**src/rtl/qbm_pkg.sv**
```systemverilog
package qbm_pkg;

    // Beats per internal access
    localparam int unsigned BURST_LEN = 4;
    localparam int unsigned PTR_W     = 2;

    typedef logic [PTR_W-1:0] beat_ptr_t;

    // Linear modulo-four advance of a beat pointer
    function automatic beat_ptr_t ptr_step(input beat_ptr_t p);
        return p + beat_ptr_t'(1);
    endfunction

endpackage

```
**src/rtl/qbm_wr_collect.sv**
```systemverilog
module qbm_wr_collect
    import qbm_pkg::*;
#(
    parameter int unsigned BEAT_W = 8,
    parameter int unsigned LANE_W = 4,
    parameter int unsigned ROW_W  = 3
) (
    input  logic                               clk,
    input  logic                               rst,
    input  logic                               cmd_i,
    input  logic [ROW_W-1:0]                   row_i,
    input  beat_ptr_t                          seed_i,
    input  logic [BEAT_W-1:0]                  data_i,
    input  logic [BEAT_W/LANE_W-1:0]           mask_i,
    output logic                               commit_v_o,
    output logic [ROW_W-1:0]                   commit_row_o,
    output logic [BEAT_W*BURST_LEN-1:0]        commit_word_o,
    output logic [BEAT_W/LANE_W*BURST_LEN-1:0] commit_en_o
);
    localparam int unsigned LANES  = BEAT_W / LANE_W;
    localparam int unsigned WORD_W = BEAT_W * BURST_LEN;
    localparam int unsigned WEN_W  = LANES * BURST_LEN;

    logic              busy;
    beat_ptr_t         ptr;
    logic [1:0]        left;
    logic [ROW_W-1:0]  row_q;
    logic [WORD_W-1:0] word_q, word_nx;
    logic [WEN_W-1:0]  en_q, en_nx;
    logic              acc, take, fin;
    beat_ptr_t         cur_ptr;

    assign acc     = cmd_i && !busy;
    assign take    = acc || busy;
    assign fin     = busy && (left == 2'd0);
    assign cur_ptr = acc ? seed_i : ptr;

    // Drop the current beat and its lane enables into its slice
    always_comb begin
        word_nx = word_q;
        en_nx   = acc ? '0 : en_q;
        word_nx[cur_ptr*BEAT_W +: BEAT_W] = data_i;
        en_nx[cur_ptr*LANES +: LANES]     = mask_i;
    end

    always_ff @(posedge clk) begin
        if (rst) begin
            busy          <= 1'b0;
            ptr           <= '0;
            left          <= '0;
            row_q         <= '0;
            word_q        <= '0;
            en_q          <= '0;
            commit_v_o    <= 1'b0;
            commit_row_o  <= '0;
            commit_word_o <= '0;
            commit_en_o   <= '0;
        end else begin
            commit_v_o <= fin;
            if (fin) begin
                commit_row_o  <= row_q;
                commit_word_o <= word_nx;
                commit_en_o   <= en_nx;
            end
            if (take) begin
                word_q <= word_nx;
                en_q   <= en_nx;
            end
            if (acc) begin
                busy  <= 1'b1;
                ptr   <= ptr_step(seed_i);
                left  <= 2'd2;
                row_q <= row_i;
            end else if (busy) begin
                ptr <= ptr_step(ptr);
                if (left == 2'd0) busy <= 1'b0;
                else              left <= left - 2'd1;
            end
        end
    end


    commit_after_four_chk: assert property (@(posedge clk) disable iff (rst)
        acc |-> ##4 commit_v_o);

endmodule

```
**src/rtl/qbm_store.sv**
```systemverilog
module qbm_store
    import qbm_pkg::*;
#(
    parameter int unsigned BEAT_W = 8,
    parameter int unsigned LANE_W = 4,
    parameter int unsigned ROW_W  = 3
) (
    input  logic                               clk,
    input  logic                               rst,
    input  logic                               commit_v_i,
    input  logic [ROW_W-1:0]                   commit_row_i,
    input  logic [BEAT_W*BURST_LEN-1:0]        commit_word_i,
    input  logic [BEAT_W/LANE_W*BURST_LEN-1:0] commit_en_i,
    input  logic [ROW_W-1:0]                   rd_row_i,
    output logic [BEAT_W*BURST_LEN-1:0]        rd_word_o
);
    localparam int unsigned ROWS   = 1 << ROW_W;
    localparam int unsigned WORD_W = BEAT_W * BURST_LEN;
    localparam int unsigned WEN_W  = BEAT_W / LANE_W * BURST_LEN;

    logic [WORD_W-1:0] mem [ROWS];
    logic [WORD_W-1:0] old_wr, old_rd, new_wr;
    logic              fwd;

    assign old_wr = mem[commit_row_i];
    assign old_rd = mem[rd_row_i];
    assign fwd    = commit_v_i && (commit_row_i == rd_row_i);

    // Lane merge for the array update and for the coherent read view
    generate
        for (genvar l = 0; l < WEN_W; l++) begin : g_lane
            assign new_wr[l*LANE_W +: LANE_W] = commit_en_i[l]
                ? commit_word_i[l*LANE_W +: LANE_W] : old_wr[l*LANE_W +: LANE_W];
            assign rd_word_o[l*LANE_W +: LANE_W] = (fwd && commit_en_i[l])
                ? commit_word_i[l*LANE_W +: LANE_W] : old_rd[l*LANE_W +: LANE_W];
        end
    endgenerate

    always_ff @(posedge clk) begin
        if (rst) begin
            for (int i = 0; i < ROWS; i++) mem[i] <= '0;
        end else if (commit_v_i) begin
            mem[commit_row_i] <= new_wr;
        end
    end

endmodule

```
**src/rtl/qbm_rd_serial.sv**
```systemverilog
module qbm_rd_serial
    import qbm_pkg::*;
#(
    parameter int unsigned BEAT_W    = 8,
    parameter int unsigned RD_LAT    = 2,
    parameter int unsigned WIDE_PORT = 1
) (
    input  logic                        clk,
    input  logic                        rst,
    input  logic                        cmd_i,
    input  beat_ptr_t                   seed_i,
    input  logic [BEAT_W*BURST_LEN-1:0] word_i,
    output logic                        valid_o,
    output beat_ptr_t                   beat_o,
    output logic [BEAT_W-1:0]           data_o
);
    localparam int unsigned WORD_W = BEAT_W * BURST_LEN;

    typedef struct packed {
        logic              v;
        beat_ptr_t         seed;
        logic [WORD_W-1:0] word;
    } rd_stage_t;

    logic       [1:0]  gap;
    logic              acc;
    rd_stage_t         stg_in, stg_out;
    logic              act;
    beat_ptr_t         ptr;
    logic [1:0]        left;
    logic [WORD_W-1:0] word_q;

    assign acc    = cmd_i && (gap == 2'd0);
    assign stg_in = '{v: acc, seed: seed_i, word: word_i};

    always_ff @(posedge clk) begin
        if (rst)             gap <= '0;
        else if (acc)        gap <= 2'd3;
        else if (gap != 2'd0) gap <= gap - 2'd1;
    end

    // Latency padding in front of the serialiser
    generate
        if (RD_LAT <= 1) begin : g_nodly
            assign stg_out = stg_in;
        end else begin : g_dly
            rd_stage_t pipe [RD_LAT-1];
            always_ff @(posedge clk) begin
                if (rst) begin
                    for (int i = 0; i < RD_LAT-1; i++) pipe[i] <= '0;
                end else begin
                    pipe[0] <= stg_in;
                    for (int i = 1; i < RD_LAT-1; i++) pipe[i] <= pipe[i-1];
                end
            end
            assign stg_out = pipe[RD_LAT-2];
        end
    endgenerate

    always_ff @(posedge clk) begin
        if (rst) begin
            act    <= 1'b0;
            ptr    <= '0;
            left   <= '0;
            word_q <= '0;
        end else if (stg_out.v) begin
            act    <= 1'b1;
            ptr    <= stg_out.seed;
            left   <= 2'd3;
            word_q <= stg_out.word;
        end else if (act) begin
            if (left == 2'd0) begin
                act <= 1'b0;
            end else begin
                left <= left - 2'd1;
                ptr  <= ptr_step(ptr);
            end
        end
    end

    assign valid_o = act;
    assign beat_o  = ptr;
    assign data_o  = word_q[ptr*BEAT_W +: BEAT_W];


    wrap_step_chk: assert property (@(posedge clk) disable iff (rst)
        (act && left != 2'd0 && !stg_out.v) |=> (ptr == ptr_step($past(ptr))));

    generate
        if (WIDE_PORT == 0) begin : g_narrow_chk

            narrow_start_chk: assert property (@(posedge clk) disable iff (rst)
                stg_out.v |=> (ptr == '0));
        end
    endgenerate

endmodule

```
**src/rtl/quad_beat_mux.sv**
```systemverilog
module quad_beat_mux
    import qbm_pkg::*;
#(
    parameter int unsigned BEAT_W    = 8,
    parameter int unsigned LANE_W    = 4,
    parameter int unsigned ROW_W     = 3,
    parameter int unsigned RD_LAT    = 2,
    parameter int unsigned WIDE_PORT = 1
) (
    input  logic                            clk,
    input  logic                            rst,
    input  logic                            wr_cmd,
    input  logic [ROW_W+2*WIDE_PORT-1:0]    wr_addr,
    input  logic [BEAT_W-1:0]               wr_data,
    input  logic [BEAT_W/LANE_W-1:0]        wr_mask,
    input  logic                            rd_cmd,
    input  logic [ROW_W+2*WIDE_PORT-1:0]    rd_addr,
    output logic                            rd_valid,
    output logic [1:0]                      rd_beat,
    output logic [BEAT_W-1:0]               rd_data
);
    localparam int unsigned LANES  = BEAT_W / LANE_W;
    localparam int unsigned WORD_W = BEAT_W * BURST_LEN;
    localparam int unsigned WEN_W  = LANES * BURST_LEN;
    localparam int unsigned AW     = ROW_W + 2 * WIDE_PORT;

    logic [ROW_W-1:0]  wr_row, rd_row, c_row;
    beat_ptr_t         wr_seed, rd_seed, beat_ptr;
    logic              c_v;
    logic [WORD_W-1:0] c_word, rd_view;
    logic [WEN_W-1:0]  c_en;

    // Port style picks how the starting slice is derived
    generate
        if (WIDE_PORT != 0) begin : g_wide
            assign wr_row  = wr_addr[AW-1:2];
            assign wr_seed = wr_addr[1:0];
            assign rd_row  = rd_addr[AW-1:2];
            assign rd_seed = rd_addr[1:0];
        end else begin : g_narrow
            assign wr_row  = wr_addr;
            assign wr_seed = '0;
            assign rd_row  = rd_addr;
            assign rd_seed = '0;
        end
    endgenerate

    qbm_wr_collect #(.BEAT_W(BEAT_W), .LANE_W(LANE_W), .ROW_W(ROW_W)) i_collect (
        .clk(clk), .rst(rst), .cmd_i(wr_cmd), .row_i(wr_row), .seed_i(wr_seed),
        .data_i(wr_data), .mask_i(wr_mask), .commit_v_o(c_v), .commit_row_o(c_row),
        .commit_word_o(c_word), .commit_en_o(c_en)
    );

    qbm_store #(.BEAT_W(BEAT_W), .LANE_W(LANE_W), .ROW_W(ROW_W)) i_store (
        .clk(clk), .rst(rst), .commit_v_i(c_v), .commit_row_i(c_row),
        .commit_word_i(c_word), .commit_en_i(c_en), .rd_row_i(rd_row),
        .rd_word_o(rd_view)
    );

    qbm_rd_serial #(.BEAT_W(BEAT_W), .RD_LAT(RD_LAT), .WIDE_PORT(WIDE_PORT)) i_serial (
        .clk(clk), .rst(rst), .cmd_i(rd_cmd), .seed_i(rd_seed), .word_i(rd_view),
        .valid_o(rd_valid), .beat_o(beat_ptr), .data_o(rd_data)
    );

    assign rd_beat = beat_ptr;


    four_beats_chk: assert property (@(posedge clk) disable iff (rst)
        $rose(rd_valid) |=> rd_valid ##1 rd_valid ##1 rd_valid);

endmodule

```
**config.mk**
```make
export PLATFORM = sky130hd
export DESIGN_NAME = quad_beat_mux
export DESIGN_NICKNAME = d
export VERILOG_FILES = /design/src/rtl/qbm_pkg.sv /design/src/rtl/qbm_wr_collect.sv /design/src/rtl/qbm_store.sv /design/src/rtl/qbm_rd_serial.sv /design/src/rtl/quad_beat_mux.sv
export SDC_FILE = /design/constraint.sdc
export NUM_CORES = 1
export LEC_CHECK = 0
export ABC_AREA = 1
export BUFFER_PORTS_ARGS = -buffer_cell sky130_fd_sc_hd__buf_4
export CORE_ASPECT_RATIO = 1.2
export CORE_MARGIN = 3
export CORE_UTILIZATION = 57
export DETAILED_ROUTE_END_ITERATION = 12
export PLACE_DENSITY = 0.87
export REMOVE_ABC_BUFFERS = 1
export SLEW_MARGIN = 20
export SYNTH_ARGS = -nofsm -noshare
export SYNTH_HDL_FRONTEND = slang
export SYNTH_SLANG_ARGS = --single-unit
```
**constraint.sdc**
```tcl
create_clock -name clk -period 2.2 [get_ports clk]
set_input_delay 0.22 -clock clk [delete_from_list [all_inputs] [get_ports clk]]
set_output_delay 0.22 -clock clk [all_outputs]
set_load 0.005 [all_outputs]
```
==> flow_summary.json <==
{
  "wl_mm": 48.5,
  "setup_tns_ps": 0,
  "endpoint_kind": "register",
  "slew_headroom": 0.550,
  "grt_max_degree": 140,
  "post_cts_buffers": 0,
  "worst_slack_ps": 157,
  "ys_warn_count": 0,
  "final_cell_count_no_fill": 2843,
  "drc_errors": 0,
  "r2r-end": "i_collect.commit_word_o[27]$_SDFFE_PP0P_",
  "nNetsFinal": 2400,
  "fp.dieH_um": 206,
  "wl_per_cell_um": 17.1,
  "final_util": 0.652,
  "ant_nets": 0,
  "status": "finished, final reports clean",
  "fp.dieW_um": 172,
  "cts-root-buf": "clkbuf_16",
  "area_growth_pct": 11.9,
  "cts_tree": "built",
  "hp-class": "input port to register",
  "yosysMostFrequentCell": "nand2_1",
  "antenna_found_initial": 0,
  "ir_worst_vdd_uv": 631,
  "slowest_stage": "dfxtp_1",
  "hp-start": "wr_data[5]",
  "num_antenna_cells": 0,
  "setup_viol": 0,
  "fmax_ghz": 0.490,
  "synth_edf_count": 256,
  "power_density_nw_per_um2": 844,
  "synthesis.area_um2": 18900,
  "crit_top_cell": "nand2_1",
  "grt_pass1_wl_mm": 76.8,
  "postSynthCellCount": 2347,
  "cp.required_ps": 2650,
  "tightest_slew_ps": 675,
  "ys_seq_elements": 422,
  "r2r-start": "i_collect.busy$_SDFF_PP0_",
  "cp-start-kind": "register",
  "crit_type": "register to register",
  "avgViaCountPerCell": 5.72,
  "design_power_total_mw": 17.9,
  "finalHoldViolCount": 0,
  "drv_cap": 0,
  "synth_top_area_share": 0.406,
  "start_util": 0.582,
  "synthTopCellsByCount": "664 x nand2_1, 521 x nor2_1, 256 x edfxtp_1",
  "drv_slew": 0,
  "ctsHtreeMaxLevel": 2,
  "p_leak_nw": 8.95,
  "cp_data_arrival_time_ps": 2490,
  "holdPathEnd": "i_collect.word_q[5]$_SDFFE_PP0P_",
  "cts_max_path_buffers": 3,
  "placed_cell_area_um2": 19800,
  "grt_overflow": 0,
  "grt_pass1_vias": 15600,
  "syn_avg_cell_area_um2": 8.07,
  "stdcell_area_um2": 21200,
  "seq_area_frac_synth": 0.581,
  "synth.distinct_cells": 19,
  "r2r_cells": 13,
  "fin_crit_ps": 2040,
  "cts_buffers": 41,
  "synth_top_area_cell": "edfxtp_1",
  "fp.dieArea_um2": 35500,
  "fin_skew_ps": 10.7,
  "core_um2": 32500,
  "rows": 72,
  "grt.total_usage": 0.274,
  "hold_slack_ps": 92.9,
  "firstDrtPassIters": 6,
  "clk-insertion-delay-late_ps": 540,
  "place_ws_ps": 58.8,
  "vias": 16300,
  "post-route-period-util": 0.929,
  "cts.clk_slew.worst_paths_ps": 60,
  "drtIter0Drc": 2101,
  "ys.flop_type": "edfxtp_1",
  "cts.sinks": 422,
  "cp_max_fo": 10,
  "dp_hpwl_mm": 31.0,
  "max_stage_delay_ps": 370,
  "gp_congestion": 0.913,
  "path_cells": "inv_1 -> nand2_2 -> nand2_1 -> nand2_1 -> inv_1 -> ha_1 -> inv_1 -> nor3_2 -> buf_6 -> nand3_1 -> nand2_1 -> nand2_1 -> o21ai_0",
  "ys_async_sr_fraction": 0,
  "placed_cells": 2764,
  "startpoint": "i_collect.busy$_SDFF_PP0_",
  "r2r_setup_slack_ps": 160,
  "drive_above_1_share": 0.0709,
  "hold_depth": 5,
  "io_buffers": 34,
  "synth.area.top_cells": "edfxtp_1 41%, dfxtp_1 18%, nand2_1 13%, nor2_1 10%, nand3_1 6.5%",
  "io-pin-count": 35
}
-- state kept, by name, indices dropped and copies added, names as in the netlist, 3 cells and up --
name                     flops
i_collect.row_q              3
i_serial.g_dly.pipe         35
i_collect.commit_word_o     32
i_serial.word_q             32
i_collect.commit_row_o       3
i_collect.word_q            32
i_collect.en_q               8
i_store.mem                256
i_collect.commit_en_o        8
-- cell families (layout without fill, tap and decap cells) --
group                      Yosys count  count (layout)  synth area share
DFF                                422             422             0.581
and+or+nand+nor                   1492            1492             0.320
adders and majority gates            6               6           0.00396
buffers and inverters              301             353            0.0609
AOI/OAI and AO/OA                  126             126            0.0340
-- worst max path at each step --
stage	to	slack, ps	depth (start not counted)
6_report	i_collect.commit_word_o[27]$_SDFFE_PP0P_	160	13
3_3_place_gp	i_collect.commit_en_o[1]$_SDFFE_PP0P_	210	11
2_1_floorplan	i_serial.g_dly.pipe[0][0]$_SDFF_PP0_	-1780	7
3_5_place_dp	i_collect.commit_word_o[4]$_SDFFE_PP0P_	60	11
4_1_cts	i_collect.commit_word_o[3]$_SDFFE_PP0P_	5	11
5_1_grt	i_collect.commit_word_o[18]$_SDFFE_PP0P_	-30	13
-- placed cells by master, fill, tap and decap left out, types with 2 or more instances in the layout --
master and count:
clkbuf_8 6, buf_4 82, inv_2 5, nand2_1 663
dlygate4sd3_1 7, nor3_1 8, buf_12 4, nand3_1 244
edfxtp_1 256, dfxtp_1 166, o22ai_1 11, clkinv_1 36
clkbuf_16 41, ha_1 6, nor2_1 518, inv_4 3
buf_6 2, a21oi_1 14, clkinvlp_4 3, clkbuf_1 4
inv_1 143, nand4_1 52, bufinv_16 4, clkbuf_2 4
nor2_2 4, clkinv_2 8, o21ai_0 100
-- final cells by class --
| type | instances | area [µm²] |
|---|---|---|
| Inverter | 186 | 708 |
| Clock buffer | 55 | 1140 |
| Tap cell | 444 | 556 |
| Fill cell | 2429 | 11300 |
| Sequential cell | 422 | 11000 |
| Timing Repair Buffer | 95 | 788 |
| Clock inverter | 17 | 193 |
| Multi-Input combinational cell | 1624 | 6790 |
-- where the power goes --
group	leakage (nW)	internal [mW]	switching, mW	total [mW]
registers	4.00	8.75	0.173	8.93
clock network	0.671	4.12	2.92	7.05
logic	4.28	0.591	1.31	1.90
total	8.95	13.5	4.41	17.9
-- repair_timing --
item	in CTS	in global routing
hold buffers	7	0
hold endpoints to repair	9	0
setup endpoints to repair	0	80
resized for setup	0	9
-- worst max-delay path: cells and delay by family (launching register included) --
family / cells / cell delay (ps)
simple gates: 7 / 760
buf+inv: 4 / 420
flops: 1 / 370
fa+ha+maj: 1 / 330
compound gates: 1 / 80
-- metal layers --
metal,vias up,GRT usage,share of wire
li1,7621,-,-
met4,0,0.129,0.048
met5,-,0,0
met3,213,0.0544,0.12
met1,7445,0.347,0.36
met2,976,0.452,0.48
No activity file was read; power rests on OpenSTA's default activity.
